===== config.mk =====
export PLATFORM = sky130hd
export DESIGN_NAME = stop_clk_gate
export DESIGN_NICKNAME = d
export VERILOG_FILES = /design/src/rtl/clkgate_pkg.sv /design/src/rtl/stopclk_sync.sv /design/src/rtl/stopclk_cpu_gate.sv /design/src/rtl/stopclk_pci_gate.sv /design/src/rtl/stop_clk_gate.sv
export SDC_FILE = /design/constraint.sdc
export NUM_CORES = 1
export LEC_CHECK = 0
export BUFFER_PORTS_ARGS = -buffer_cell sky130_fd_sc_hd__buf_2
export CORE_MARGIN = 4
export CORE_UTILIZATION = 30
export CTS_CLUSTER_DIAMETER = 40
export DETAILED_ROUTE_END_ITERATION = 8
export PLACE_DENSITY = 0.69
export SYNTH_ARGS = -nofsm -noshare
export SYNTH_HDL_FRONTEND = slang
export SYNTH_SLANG_ARGS = --single-unit

===== constraint.sdc =====
create_clock -name clk -period 1.1 [get_ports clk]
set_input_delay 0.11 -clock clk [delete_from_list [all_inputs] [get_ports clk]]
set_output_delay 0.11 -clock clk [all_outputs]
set_load 0.05 [all_outputs]

===== src/rtl/clkgate_pkg.sv =====
package clkgate_pkg;
  typedef struct packed {
    logic rise;
    logic fall;
  } edge_t;

  function automatic edge_t edge_of(input logic prev, input logic cur);
    edge_t e;
    e.rise = ~prev & cur;
    e.fall = prev & ~cur;
    return e;
  endfunction

  function automatic logic [1:0] sat_inc(input logic [1:0] v);
    return (v == 2'd3) ? v : v + 2'd1;
  endfunction
endpackage


===== src/rtl/stopclk_sync.sv =====
module stopclk_sync #(
  parameter int   STAGES  = 2,
  parameter logic RST_VAL = 1'b1
) (
  input  logic clk,
  input  logic rst_n,
  input  logic d,
  output logic q
);
  logic [STAGES-1:0] sr;

  always_ff @(posedge clk or negedge rst_n) begin
    if (!rst_n) sr <= {STAGES{RST_VAL}};
    else        sr <= {sr[STAGES-2:0], d};
  end

  assign q = sr[STAGES-1];
endmodule


===== src/rtl/stopclk_cpu_gate.sv =====
module stopclk_cpu_gate
  import clkgate_pkg::*;
#(
  parameter int N_PAIR = 2
) (
  input  logic              clk,
  input  logic              rst_n,
  input  logic              ph,
  input  logic              stop_req,
  input  logic [N_PAIR-1:0] free_run,
  input  logic [N_PAIR-1:0] en,
  output logic [N_PAIR-1:0] t_out,
  output logic [N_PAIR-1:0] c_out,
  output logic [N_PAIR-1:0] c_drv
);
  logic              ph_d;
  edge_t             e;
  logic              seen1, seen2;
  logic [N_PAIR-1:0] park;

  always_ff @(posedge clk or negedge rst_n) begin
    if (!rst_n) ph_d <= 1'b0;
    else        ph_d <= ph;
  end

  assign e = edge_of(ph_d, ph);

  // two falling-edge qualification; release clears at once
  always_ff @(posedge clk or negedge rst_n) begin
    if (!rst_n) begin
      seen1 <= 1'b0;
      seen2 <= 1'b0;
    end else if (!stop_req) begin
      seen1 <= 1'b0;
      seen2 <= 1'b0;
    end else if (e.fall) begin
      seen1 <= 1'b1;
      seen2 <= seen1;
    end
  end

  for (genvar i = 0; i < N_PAIR; i++) begin : g_pair
    // park state moves only at a rising edge, while the true side is high
    always_ff @(posedge clk or negedge rst_n) begin
      if (!rst_n)      park[i] <= 1'b0;
      else if (e.rise) park[i] <= seen2 & ~free_run[i];
    end
    assign t_out[i] = en[i] & (ph | park[i]);
    assign c_out[i] = en[i] & ~ph & ~park[i];
    assign c_drv[i] = ~park[i];
  end

  // checking state
  logic [1:0] falls_seen, rel_rises;
  always_ff @(posedge clk or negedge rst_n) begin
    if (!rst_n) begin
      falls_seen <= 2'd0;
      rel_rises  <= 2'd0;
    end else begin
      if (!stop_req)   falls_seen <= 2'd0;
      else if (e.fall) falls_seen <= sat_inc(falls_seen);
      if (stop_req)                 rel_rises <= 2'd0;
      else if (e.rise && (|park))   rel_rises <= sat_inc(rel_rises);
    end
  end

  AST_STOP_TWO_FALLS: assert property (@(posedge clk) disable iff (!rst_n)
    (|(park & ~$past(park))) |-> ($past(falls_seen) >= 2'd2));
  AST_PARK_IN_HIGH: assert property (@(posedge clk) disable iff (!rst_n)
    !$stable(park) |-> ph);
  AST_CPU_RESUME: assert property (@(posedge clk) disable iff (!rst_n)
    ((|park) && !stop_req) |-> (rel_rises < 2'd2));
endmodule


===== src/rtl/stopclk_pci_gate.sv =====
module stopclk_pci_gate
  import clkgate_pkg::*;
#(
  parameter int N_FIX = 6,
  parameter int N_CFG = 3
) (
  input  logic                   clk,
  input  logic                   rst_n,
  input  logic                   ph,
  input  logic                   pin_run,
  input  logic                   sw_run,
  input  logic [N_CFG-1:0]       sel,
  input  logic [N_FIX+N_CFG-1:0] en,
  output logic [N_FIX+N_CFG-1:0] out
);
  localparam int N_LANE = N_FIX + N_CFG;

  logic              ph_d;
  edge_t             e;
  logic              eff_stop, cap;
  logic [N_LANE-1:0] mask, gate;

  always_ff @(posedge clk or negedge rst_n) begin
    if (!rst_n) ph_d <= 1'b0;
    else        ph_d <= ph;
  end

  assign e        = edge_of(ph_d, ph);
  assign eff_stop = ~pin_run | ~sw_run;
  assign mask     = {sel, {N_FIX{1'b1}}};

  // sampled once per PCI cycle at the rising boundary
  always_ff @(posedge clk or negedge rst_n) begin
    if (!rst_n)      cap <= 1'b0;
    else if (e.rise) cap <= eff_stop;
  end

  for (genvar j = 0; j < N_LANE; j++) begin : g_lane
    // gate moves only at a falling boundary, while the lane is low
    always_ff @(posedge clk or negedge rst_n) begin
      if (!rst_n)      gate[j] <= 1'b0;
      else if (e.fall) gate[j] <= cap & mask[j];
    end
    assign out[j] = en[j] & ph & ~gate[j];
  end

  logic [1:0] rel_rises;
  always_ff @(posedge clk or negedge rst_n) begin
    if (!rst_n)                 rel_rises <= 2'd0;
    else if (eff_stop)          rel_rises <= 2'd0;
    else if (e.rise && (|gate)) rel_rises <= sat_inc(rel_rises);
  end

  AST_GATE_IN_LOW: assert property (@(posedge clk) disable iff (!rst_n)
    !$stable(gate) |-> !ph);
  AST_PCI_RESUME: assert property (@(posedge clk) disable iff (!rst_n)
    ((|gate) && !eff_stop) |-> (rel_rises < 2'd2));
endmodule


===== src/rtl/stop_clk_gate.sv =====
module stop_clk_gate #(
  parameter int N_CPU       = 2,
  parameter int N_PCI_FIXED = 6,
  parameter int N_PCI_CFG   = 3,
  parameter int SYNC_STAGES = 2
) (
  input  logic                               clk,
  input  logic                               rst_n,
  input  logic                               cpu_clk_ph,
  input  logic                               pci_clk_ph,
  input  logic                               cpu_stop_n,
  input  logic                               pci_stop_n,
  input  logic                               sw_pci_run,
  input  logic [N_CPU-1:0]                   cpu_free_run,
  input  logic [N_CPU-1:0]                   cpu_en,
  input  logic [N_PCI_CFG-1:0]               pci_stop_sel,
  input  logic [N_PCI_FIXED+N_PCI_CFG-1:0]   pci_en,
  output logic [N_CPU-1:0]                   cpu_t,
  output logic [N_CPU-1:0]                   cpu_c,
  output logic [N_CPU-1:0]                   cpu_c_drv,
  output logic [N_PCI_FIXED+N_PCI_CFG-1:0]   pci_out
);
  logic cpu_run_s, pci_run_s;

  stopclk_sync #(.STAGES(SYNC_STAGES), .RST_VAL(1'b1)) i_cpu_sync (
    .clk(clk), .rst_n(rst_n), .d(cpu_stop_n), .q(cpu_run_s));

  stopclk_sync #(.STAGES(SYNC_STAGES), .RST_VAL(1'b1)) i_pci_sync (
    .clk(clk), .rst_n(rst_n), .d(pci_stop_n), .q(pci_run_s));

  stopclk_cpu_gate #(.N_PAIR(N_CPU)) i_cpu_gate (
    .clk(clk), .rst_n(rst_n), .ph(cpu_clk_ph), .stop_req(~cpu_run_s),
    .free_run(cpu_free_run), .en(cpu_en),
    .t_out(cpu_t), .c_out(cpu_c), .c_drv(cpu_c_drv));

  stopclk_pci_gate #(.N_FIX(N_PCI_FIXED), .N_CFG(N_PCI_CFG)) i_pci_gate (
    .clk(clk), .rst_n(rst_n), .ph(pci_clk_ph), .pin_run(pci_run_s),
    .sw_run(sw_pci_run), .sel(pci_stop_sel), .en(pci_en), .out(pci_out));

  for (genvar i = 0; i < N_CPU; i++) begin : g_chk
    AST_UNDRIVEN_PARKED_HIGH: assert property (@(posedge clk) disable iff (!rst_n)
      (cpu_en[i] && !cpu_c_drv[i]) |-> (cpu_t[i] && !cpu_c[i]));
  end
endmodule


# Yosys cells after proc, flatten, opt, wreduce, memory -nomap -nowiden

Cells that the tools add are included.
W data, S select, Z words.

Input port bits: 23
Bits in registers: 15
Memories kept: 0
Output and inout bits: 15
Latch bits: 0
Logic and storage cells: 68
Bits in read-only memories: 0
Memory bits (writable): 0

Equal/unequal tests: 0
Shift operators: 0
Divide/modulo/power cells: 0
Reduce and logical (&&, ||, !) cells: 1
Mux-type cells: 4
Bitwise operators: 50
$add $sub $neg: 0
$mul: 0
Order comparisons: 0

Operator list:

| cell               | number |
|---|---|
| $and A1 B1 Y1      | 33 |
| $not A1 Y1         | 14 |
| $mux W1            | 4 |
| $or A1 B1 Y1       | 3 |
| $reduce_bool A2 Y1 | 1 |

# Logic depth before layout (Yosys ltp)

Gate-level depths: netlist of run 1.

Depth in word-level cells: 4
Gate-level depth with buffers: 3
Depth with buffers taken out: 2

# By module

Synthesis of run 1 repeated with hierarchy kept, for this count alone.

Cells, all modules: 57
Area, all modules: 665.6 um^2

Modules (own cells, without submodules):

| module           | sequential area each (um^2) | area each (um^2) | instances | cells an instance |
|---|---|---|---|---|
| stopclk_pci_gate | 150.1                       | 320.3            | 1         | 31 |
| stopclk_cpu_gate | 125.1                       | 236.5            | 1         | 21 |
| stopclk_sync     | 52.6                        | 52.6             | 2         | 2 |
| stop_clk_gate    | 0.0                         | 3.8              | 1         | 1 |

# Worst setup path after synthesis of run 1

OpenSTA, ideal clock, no wires.

Path kind: reg-to-output
Start point: register i_cpu_gate.park[0]
End point: output cpu_c[0]
Data required time: 0.990 ns
Slack: -0.537 ns
Data arrival time: 1.527 ns
Cell stages (with the launch flop): 2
Path buffers: 0
Cell sequence: dfrtp_1 -> nor3b_1

Cells in the longest elaborated chain, start to end: 2

RTL lines:

| item                              | line                   | text |
|---|---|---|
| from (decl)                       | stopclk_cpu_gate.sv:19 | `logic [N_PAIR-1:0] park;` |
| from (signal, indexed assignment) | stopclk_cpu_gate.sv:46 | `else if (e.rise) park[i] <= seen2 & ~free_run[i];` |
| $not A1 Y1                        | stopclk_cpu_gate.sv:49 | `assign c_out[i] = en[i] & ~ph & ~park[i];` |
| $and A1 B1 Y1                     | stopclk_cpu_gate.sv:49 |  |
| to (decl)                         | stop_clk_gate.sv:19    | `output logic [N_CPU-1:0] cpu_c,` |

No other way between the ends.

==> results of run 1 <==
## routing by layer
metal / vias to the layer above / track usage, % / wire length (µm) / part of all wire (%)
li1: 286 / - / - / -
met1: 266 / 12.92 / 559 / 34
met2: 22 / 22.83 / 906 / 56
met3: 7 / 5.094 / 123 / 7.5
met4: 0 / 5.668 / 43 / 2.6
met5: - / 0 / 0 / 0
## power breakdown
group	switching [mW]	leakage, nW	internal [mW]	total (mW)
logic	0.233	0.351	0.225	0.458
registers	0.0281	0.176	0.606	0.635
clock network	0.154	0.0150	0.141	0.295
total	0.416	0.542	0.972	1.39
## worst max-delay path by stage
stage | startpoint | end | cells after the start
2_1_floorplan | i_cpu_gate.park[0] | i_cpu_gate.park[0] | 2
3_3_place_gp | i_pci_gate.gate[0] | pci_out[3] | 3
3_5_place_dp | i_pci_gate.gate[0] | pci_out[2] | 3
4_1_cts | i_pci_gate.gate[0] | pci_out[4] | 3
5_1_grt | i_pci_gate.gate[0] | pci_out[1] | 3
6_report | i_pci_gate.gate[0] | pci_out[4] | 3
## Yosys cell counts, drive strengths merged
| cell type | instances | area, µm² |
|---|---|---|
| nor2b | 4 | 25.02 |
| buf | 1 | 11.26 |
| and2 | 6 | 37.54 |
| and2b | 1 | 7.510 |
| nor3b | 2 | 15.01 |
| o21ba | 1 | 10.01 |
| o21a | 2 | 15.01 |
| o21ai | 3 | 15.01 |
| mux2 | 2 | 26.27 |
| mux2i | 3 | 30.03 |
| dfrtp | 11 | 275.3 |
| inv | 5 | 18.77 |
| and3 | 3 | 20.02 |
| nand2 | 4 | 15.01 |
| dfstp | 4 | 105.1 |
| nand2b | 1 | 6.260 |
| nand4bb | 3 | 33.78 |
## sequential cells by signal (all words and copies together), names as in the netlist
signal            cells
i_pci_gate.gate       4
i_cpu_gate.park       2
i_cpu_sync.sr         2
i_pci_sync.sr         2
i_cpu_gate.ph_d       1
i_cpu_gate.seen1      1
i_cpu_gate.seen2      1
i_pci_gate.cap        1
i_pci_gate.ph_d       1
## area by class of cell
cell class | count | share of cell area [%]
well taps | 27 | 2.948
inverters | 5 | 1.638
repair buffers | 45 | 33.19
flip-flops and latches | 15 | 33.30
multi-input cells | 35 | 26.64
clock buffers | 4 | 2.293
## kinds of logic after synthesis
kind of cell    synth area share (%)
mux                            8.442
compound gates                 6.002
buf+inv                        4.503
simple gates                   24.01
flops                          57.03
## per-stage QoR
| stage | setup WS, ns | TNS [ns] |
|---|---|---|
| floorplan | 0.08425 | 0 |
| global placement | 0.01670 | 0 |
| detailed placement | -0.04566 | -0.1984 |
| CTS | -0.2355 | -1.866 |
| global route | -0.2913 | -2.550 |
| finish | -0.2344 | -1.761 |
## what timing repair did
item / CTS / global route
endpoints found under the hold margin: 13 / 0
resized for setup: 42 / 10
buffers inserted: 3 / 1
hold buffers: 3 / 0
setup endpoints to repair: 15 / 15
pin swaps: 3 / 2
==> results by group, run 1 <==
Status
  • Status: finished, violations left
  • Failing checks: negative setup slack

Clock tree
  • CTS tree: yes
  • CTS Buffer Depth: 2
  • CTS Buf Count: 3
  • Sink Count: 15
  • Clock-pin slew on the worst setup and hold paths: 0.08 ns
  • H-tree depth: 1
  • Clk Latency, worst-skew pair: 0.27 ns
  • Root Driver: clkbuf_4

Setup path
  • RR Endpoint: i_pci_gate.gate[0]
  • Setup crit end kind: output port
  • R2R cell count: 2
  • Crit-path leading delay family: simple AND/OR/NAND/NOR gates
  • Critical path fanouts, max: 6
  • Worst EP required: 0.99 ns
  • Max stage delay on crit path: ~0.34 ns
  • RR Startpoint: i_pci_gate.ph_d
  • Critical-path top delay cell: dfrtp_1
  • Arrival time at the worst endpoint: 1.22 ns
  • Critical path class: reg -> out
  • CP Buf/Inv Count: 1
  • R2r setup slk: 0.14 ns
  • Critical Path Source Type: register
  • CP cell instances: and2b_2 -> and2_2 -> buf_8

Die
  • Starting Density: around 33%
  • Die Area: 0.003042 mm²
  • IO Count: 38
  • DIE HEIGHT: 55.15 µm
  • Core outline area: slightly above 0.002 mm²
  • Die W: 55.15 µm
  • Rows: 16

Job
  • # Max-Cap Violations: 0

Cells and area
  • Filler instances: 200
  • Final instance area: between 0.001 and 0.0015 mm²
  • Final Non-Filler Cells: ~130
  • Layout area overhead: 71.86%
  • Commonest non-fill, non-tap cell in the layout: buf_2
  • Nets: 128
  • Ant diodes: 0
  • Register Area: 381.6 µm²
  • Commonest cells after routing, fill and taps aside: buf_2 (22), dfrtp_1 (10), buf_8 (9), buf_6 (6)
  • Final core occ: 56.13%
  • Share of cells above drive strength 1: 66.35%
  • Multi-input gate area: roughly 310 µm²

Place
  • Input/output buffers: 37
  • Placed cell areas: 912.1 µm²
  • DP Cell Count: 120
  • Hpwl dp: 1.237 mm
  • Placer Congestion: 0.7489

Synthesis
  • Seq/Total Area, Yosys: 57.04%
  • Synth cell types: 20
  • Yosys reg bits: 15
  • Synth warn: 0
  • Syn avg cell area: 11.91 µm²
  • Post-Synthesis Cell Area: 666.9 µm²
  • Post-Syn Instances: 56
  • Synthesized net count: slightly below 80

Detailed routing
  • Routed WL: 1.632 mm
  • First DRT Iteration DRCs: 1
  • Post-route DRC: 0
  • Via count: 581
  • Routed wire length per instance: approximately 12 µm
  • Routed Antenna Nets: 0
  • DR pass1 iterations: 2
  • Vias per Instance: 4.435

Pwr
  • Lkg Pwr: 0.5421 nW
  • Worst vdd ir: around 0.001 V
  • Power per cell area: ~1200 mW/mm²
  • Overall power: 1.388 mW

STA
  • Setup Skew: ~0.0035 ns
  • Min cycle time layout: around 1.3 ns
  • Setup violations, final: 13
  • Setup ws final: -0.2344 ns
  • Final Hold Fails: 0
  • Hold Slack: 0.02780 ns
  • Max Freq: 0.7494 GHz
  • Final period utilization: 121.3%
  • Slew Limit Fails: 0
  • Max_slew headroom: slightly below 80%
  • RSZ-0062 raised after global routing: true
  • Worst Max-Slew Pin Slew: 0.3236 ns

Hold path
  • Hold path cells: 1
  • Hold Crit Class: in -> reg
  • Hold endpoint: i_pci_gate.ph_d
  • Worst hold start: pci_clk_ph

Global routing
  • Vias in the first global route: 637
  • Initial antenna violation count: 0
  • First-pass GRT wire length: 2.635 mm
  • Largest net degree at the start of global routing: 16
  • Grt total ovfl: 0
  • Total GRT Usage: 12.75%
Note: power is estimated with default switching activity, not from simulation.
==> run 2: changes to the inputs <==
Clock period 1.1 ns to 1.5 ns, I/O delays scaled along.
==> results by group, run 2 (synthesis results as in run 1) <==
STA
  • Final period utilization: a little over nine tenths
  • Max Freq: 0.7064 GHz
  • Final Hold Fails: 0
  • Min cycle time layout: 1.416 ns
  • Slew Limit Fails: 0
  • Setup Skew: between 0.0005 and 0.0006 ns
  • Worst Max-Slew Pin Slew: 0.3222 ns
  • Setup violations, final: 0
  • Max_slew headroom: between 70 and 80%

Setup path
  • Critical-path top delay cell: dfrtp_1
  • Critical path class: reg -> out
  • Setup crit end kind: output port
  • CP cell instances: and2b_1 -> and2_1 -> clkbuf_4
  • Max stage delay on crit path: 0.38 ns
  • Worst EP required: 1.35 ns
  • R2r setup slk: just over 0.5 ns
  • Critical path fanouts, max: 6
  • RR Startpoint: i_pci_gate.ph_d
  • Critical Path Source Type: register
  • RR Endpoint: i_pci_gate.gate[8]
  • R2R cell count: 3
  • Arrival time at the worst endpoint: 1.27 ns

Global routing
  • Total GRT Usage: 9.398%
  • Grt total ovfl: 0
  • Vias in the first global route: around 480
  • First-pass GRT wire length: 1.925 mm
  • Largest net degree at the start of global routing: 16
  • Initial antenna violation count: 0

Cells and area
  • Nets: 124
  • Filler instances: 210
  • Commonest non-fill, non-tap cell in the layout: buf_2
  • Final instance area: 963.4 µm²
  • Ant diodes: 0
  • Largest register FFs: 4
  • Largest Register: i_pci_gate.gate
  • Share of cells above drive strength 1: 50.00%
  • Layout area overhead: 44.47%
  • Commonest cells after routing, fill and taps aside: buf_2 (31), dfrtp_1 (11), and2_1 (6), clkbuf_4 (6), inv_1 (5)

Detailed routing
  • DR pass1 iterations: 2
  • Vias per Instance: 4.283
  • Post-route DRC: 0
  • Routed WL: 1.404 mm
  • Via count: 544
  • Routed Antenna Nets: 0
  • First DRT Iteration DRCs: 2
  • Routed wire length per instance: 11.06 µm

Pwr
  • Overall power: 0.9350 mW
  • Lkg Pwr: 0.4896 nW
  • Power per cell area: between 900 and 1000 mW/mm²
  • Worst vdd ir: 0.0005587 V

Place
  • Placed cell areas: 892.1 µm²
  • Hpwl dp: ~1.1 mm
  • Input/output buffers: 37
  • Placer Congestion: 0.7667

Status
  • Status: finished, final reports clean

Clock tree
  • H-tree depth: 1
  • Setup Buffers After CTS: 0
  • Clk Latency, worst-skew pair: 0.28 ns
  • Root Driver: clkbuf_4
  • CTS Buffer Depth: 2
  • CTS Buf Count: 3
  • CTS tree: yes
  • Clock-pin slew on the worst setup and hold paths: 0.08 ns
  • Sink Count: 15

Die
  • Die W: 55.15 µm
  • Rows: 16
  • IO Count: 38
  • Starting Density: about a third
  • Die Area: just over 0.003 mm²
  • Core outline area: 0.002042 mm²
  • DIE HEIGHT: 55.15 µm

Hold path
  • Hold Crit Class: in -> reg
  • Hold path cells: 1
  • Worst hold start: pci_clk_ph
  • Hold endpoint: i_pci_gate.ph_d

Job
  • # Max-Cap Violations: 0
-- run 2: cell count changes in the layout (fill, tap and decap cells not counted), sizes merged --
cell    change
buf         -7
clkbuf      +3
-- run 2: timing repair --
action,CTS,global route
hold buffers,3,0
endpoints found under the hold margin,13,0
endpoints found under the setup margin,0,6
resized for setup,0,9
-- run 2: worst max-delay path by stage --
stage | end | depth (start not counted) | start | slack (ns)
4_1_cts | pci_out[5] | 3 | i_pci_gate.gate[0] | 0.03
3_5_place_dp | pci_out[5] | 3 | i_pci_gate.gate[0] | 0.35
6_report | pci_out[5] | 3 | i_pci_gate.gate[0] | 0.08
2_1_floorplan | cpu_c[0] | 1 | i_cpu_gate.park[0] | 0.31
5_1_grt | pci_out[3] | 3 | i_pci_gate.gate[0] | -0.01
3_3_place_gp | pci_out[0] | 3 | i_pci_gate.gate[0] | 0.38
-- run 2: power by group --
| group | total (mW) | switching, mW | internal [mW] |
|---|---|---|---|
| logic | 0.245 | 0.151 | 0.0944 |
| registers | 0.461 | 0.0167 | 0.444 |
| clock network | 0.229 | 0.126 | 0.103 |
-- run 2: stage by stage --
stage / std cells / util (%) / TNS (ns) / hold slack [ns] / setup WS, ns
after floorplan: 56 / - / 0 / -0.1456 / 0.3065
after global placement: 120 / 43.69 / 0 / 0.06687 / 0.3845
after detailed placement: 120 / 43.69 / 0 / 0.06738 / 0.3506
after CTS: 127 / 46.45 / 0 / 0.04244 / 0.02539
after global routing: 127 / 47.18 / -0.01376 / 0.04208 / -0.01376
final: 127 / 47.18 / 0 / 0.05650 / 0.08429
-- run 2: metal layers --
layer  GRT usage, %  up-vias  part of all wire, %
li1               -      274                    -
met1          11.15      252                   41
met2          14.37       16                   50
met3          1.609        2                  7.3
met4          8.502        0                  1.1
met5              0        -                    0
-- run 2: critical path, delay by kind of cell (launching register included) --
family	cells	cell delay [ns]
simple gates	2	0.39
flops	1	0.38
buf+inv	1	0.22
-- run 2: final cells by class --
| cell class | count | area (µm²) | share of cell area (%) |
|---|---|---|---|
| clock buffer | 4 | 26.28 | 2.727 |
| tap | 27 | 33.78 | 3.506 |
| sequential | 15 | 380.4 | 39.48 |
| timing repair buffer | 41 | 237.7 | 24.68 |
| inverter | 5 | 18.77 | 1.948 |
| multi-input combinational | 35 | 266.5 | 27.66 |
==> run 3: changes to the inputs <==
Settings changed: ABC_AREA set to 1, PLACE_DENSITY 0.69 to 0.7, TNS_END_PERCENT set to 5.
==> results by group, run 3 <==
Status
  • Status: finished, final reports clean

Clock tree
  • Root Driver: clkbuf_4
  • CTS Buffer Depth: 2
  • Hold-fix buffers at CTS: 3
  • Setup Buffers After CTS: 0
  • H-tree depth: 1
  • Sink Count: 15
  • CTS Buf Count: 3
  • Clock-pin slew on the worst setup and hold paths: 0.09 ns
  • Resized Gates After CTS: 0
  • Clk Latency, worst-skew pair: 0.27 ns
  • CTS tree: yes

Die
  • Die W: approximately 54 µm
  • Rows: 16
  • Core outline area: 0.002002 mm²
  • DIE HEIGHT: 54.44 µm
  • Starting Density: 32.31%
  • IO Count: 38
  • Die Area: 0.002963 mm²

Hold path
  • Hold Crit Class: in -> reg

Detailed routing
  • Via count: 634
  • First DRT Iteration DRCs: 13
  • Post-route DRC: 0
  • Routed Antenna Nets: 0
  • DR pass1 iterations: 4
  • Routed wire length per instance: 9.416 µm
  • Vias per Instance: 4.255
  • Routed WL: 1.403 mm

Synthesis
  • Synth cell types: 14
  • Post-Synthesis Cell Area: between 600 and 700 µm²
  • FFs w/ async S/R, synth: 100.0%
  • Synth warn: 0
  • Synth Area in Compound Gates: 7.737%
  • Adder-cell share of the synthesized area: 0%
  • Post-synth EDFFs: 0
  • Cell taking the most area after synthesis: dfrtp_1
  • Yosys top cell area share: 42.55%
  • Mux cell area share after synthesis: 0%
  • Post-synthesis simple-gate area fraction: 24.76%
  • Synthesized net count: roughly 100
  • Synth top cells by count: nand2_1 (25), inv_1 (12), dfrtp_1 (11)
  • Most frequent cell after synthesis: nand2_1
  • Syn avg cell area: 8.188 µm²
  • Ys flop type: dfrtp_1
  • Post-Syn Instances: 79
  • Largest family of logic cells by synthesized area: simple AND/OR/NAND/NOR gates
  • XOR/XNOR Fraction of Synth Area: 0%
  • Yosys reg bits: 15
  • Synth top area cells: dfrtp_1 (43%), dfstp_2 (16%), nand2_1 (15%)
  • Seq/Total Area, Yosys: between 50% and 60%

Cells and area
  • Final core occ: 45.94%
  • Largest register FFs: 4
  • Largest Register: i_pci_gate.gate
  • Ant diodes: 0
  • Share of cells above drive strength 1: roughly two fifths
  • Filler instances: 210
  • Layout area overhead: 42.17%
  • Commonest non-fill, non-tap cell in the layout: buf_2
  • Nets: 146
  • Final Non-Filler Cells: 149
  • Commonest cells after routing, fill and taps aside: buf_2 (37), nand2_1 (25), inv_1 (12), dfrtp_1 (11), nor2_1 (9)

Pwr
  • Power per cell area: 982.2 mW/mm²
  • Overall power: 0.9033 mW
  • Lkg Pwr: 0.5202 nW
  • Worst vdd ir: roughly 0.00064 V

Setup path
  • Critical Path Source Type: register
  • CP cell instances: inv_1 -> a21oi_1 -> buf_2
  • Critical path class: reg -> out
  • Critical path fanouts, max: 3
  • Critical-path top delay cell: dfrtp_1
  • Setup crit end kind: output port
  • Worst EP required: ~1.4 ns
  • Max stage delay on crit path: 0.39 ns
  • Arrival time at the worst endpoint: 1.12 ns

Global routing
  • Largest net degree at the start of global routing: 16
  • First-pass GRT wire length: 2.208 mm
  • Initial antenna violation count: 0
  • Total GRT Usage: between 10% and 20%
  • Vias in the first global route: 564
  • Grt total ovfl: 0

STA
  • Min cycle time layout: 1.274 ns
  • Hold Slack: 0.05361 ns
  • Setup Skew: 0.008286 ns
  • Slew Limit Fails: 0
  • RSZ-0062 raised after global routing: false
  • Worst Max-Slew Pin Slew: 0.3347 ns
  • Setup violations, final: 0
  • Max Freq: 0.7849 GHz
  • Max_slew headroom: 77.69%
  • Final Hold Fails: 0
  • Final period utilization: 84.93%

Place
  • Input/output buffers: 37
  • DP Cell Count: 142
  • Placer Congestion: 0.7440
  • Hpwl dp: about 1.1 mm

Job
  • # Max-Cap Violations: 0
[run 3: critical path, delay by kind of cell, from the launching register on]
family                 cells  cell delay (ns)
AO/OA/AOI/OAI              1             0.13
buffers and inverters      2             0.33
flip-flops                 1             0.39
[run 3: path summary, 6_finish.rpt]
path,start,to,cells past startpoint,slack [ns]
max reg2reg,i_cpu_sync.sr[1],i_cpu_gate.seen2,3,0.69
min in group asynchronous,rst_n,i_cpu_gate.seen2,2,0.30
min,cpu_clk_ph,i_cpu_gate.ph_d,1,0.05
max in group asynchronous,rst_n,i_pci_sync.sr[1],2,0.90
min reg2reg,i_pci_sync.sr[0],i_pci_sync.sr[1],0,0.36
max,i_cpu_gate.park[0],cpu_t[0],3,0.23
[run 3: logic make-up (layout without fill, tap and decap cells)]
logic type | count (synthesis) | in the layout
buffers and inverters | 14 | 57
and+or+nand+nor | 40 | 40
AOI/OAI and AO/OA | 10 | 10
DFF | 15 | 15
[run 3: power breakdown]
part,leakage (nW),internal [mW],switching [mW]
Sequential,0.184,0.439,0.0231
Combinational,0.321,0.0655,0.154
Clock,0.0150,0.103,0.119
Total,0.520,0.607,0.296
[run 3: metal layers]
metal | track usage (%) | routed length [µm] | vias to the layer above | share of wire [%]
met4 | 2.490 | 6 | 0 | 0.43
met2 | 17.73 | 723 | 17 | 52
met5 | 0 | 0 | - | 0
li1 | - | - | 332 | -
met1 | 12.27 | 551 | 283 | 39
met3 | 3.270 | 121 | 2 | 8.6
[run 3: area by class of cell]
type / instances / area, µm² / area share (%)
Sequential cell: 15 / 380.4 / 41.36
Clock buffer: 4 / 26.28 / 2.857
Tap cell: 27 / 33.78 / 3.673
Timing Repair Buffer: 40 / 215.2 / 23.40
Inverter: 13 / 48.80 / 5.306
Multi-Input combinational cell: 50 / 215.2 / 23.40
[run 3: per-stage QoR]
| step | cell area [µm²] | setup WS, ns | setup TNS, ns |
|---|---|---|---|
| global route | 919.6 | 0.1435 | 0 |
| CTS | 919.6 | 0.2141 | 0 |
| detailed placement | 863.3 | 0.5298 | 0 |
| finish | 919.6 | 0.2260 | 0 |
| global placement | 863.3 | 0.5503 | 0 |
| floorplan | 651.9 | -0.1071 | -0.2622 |
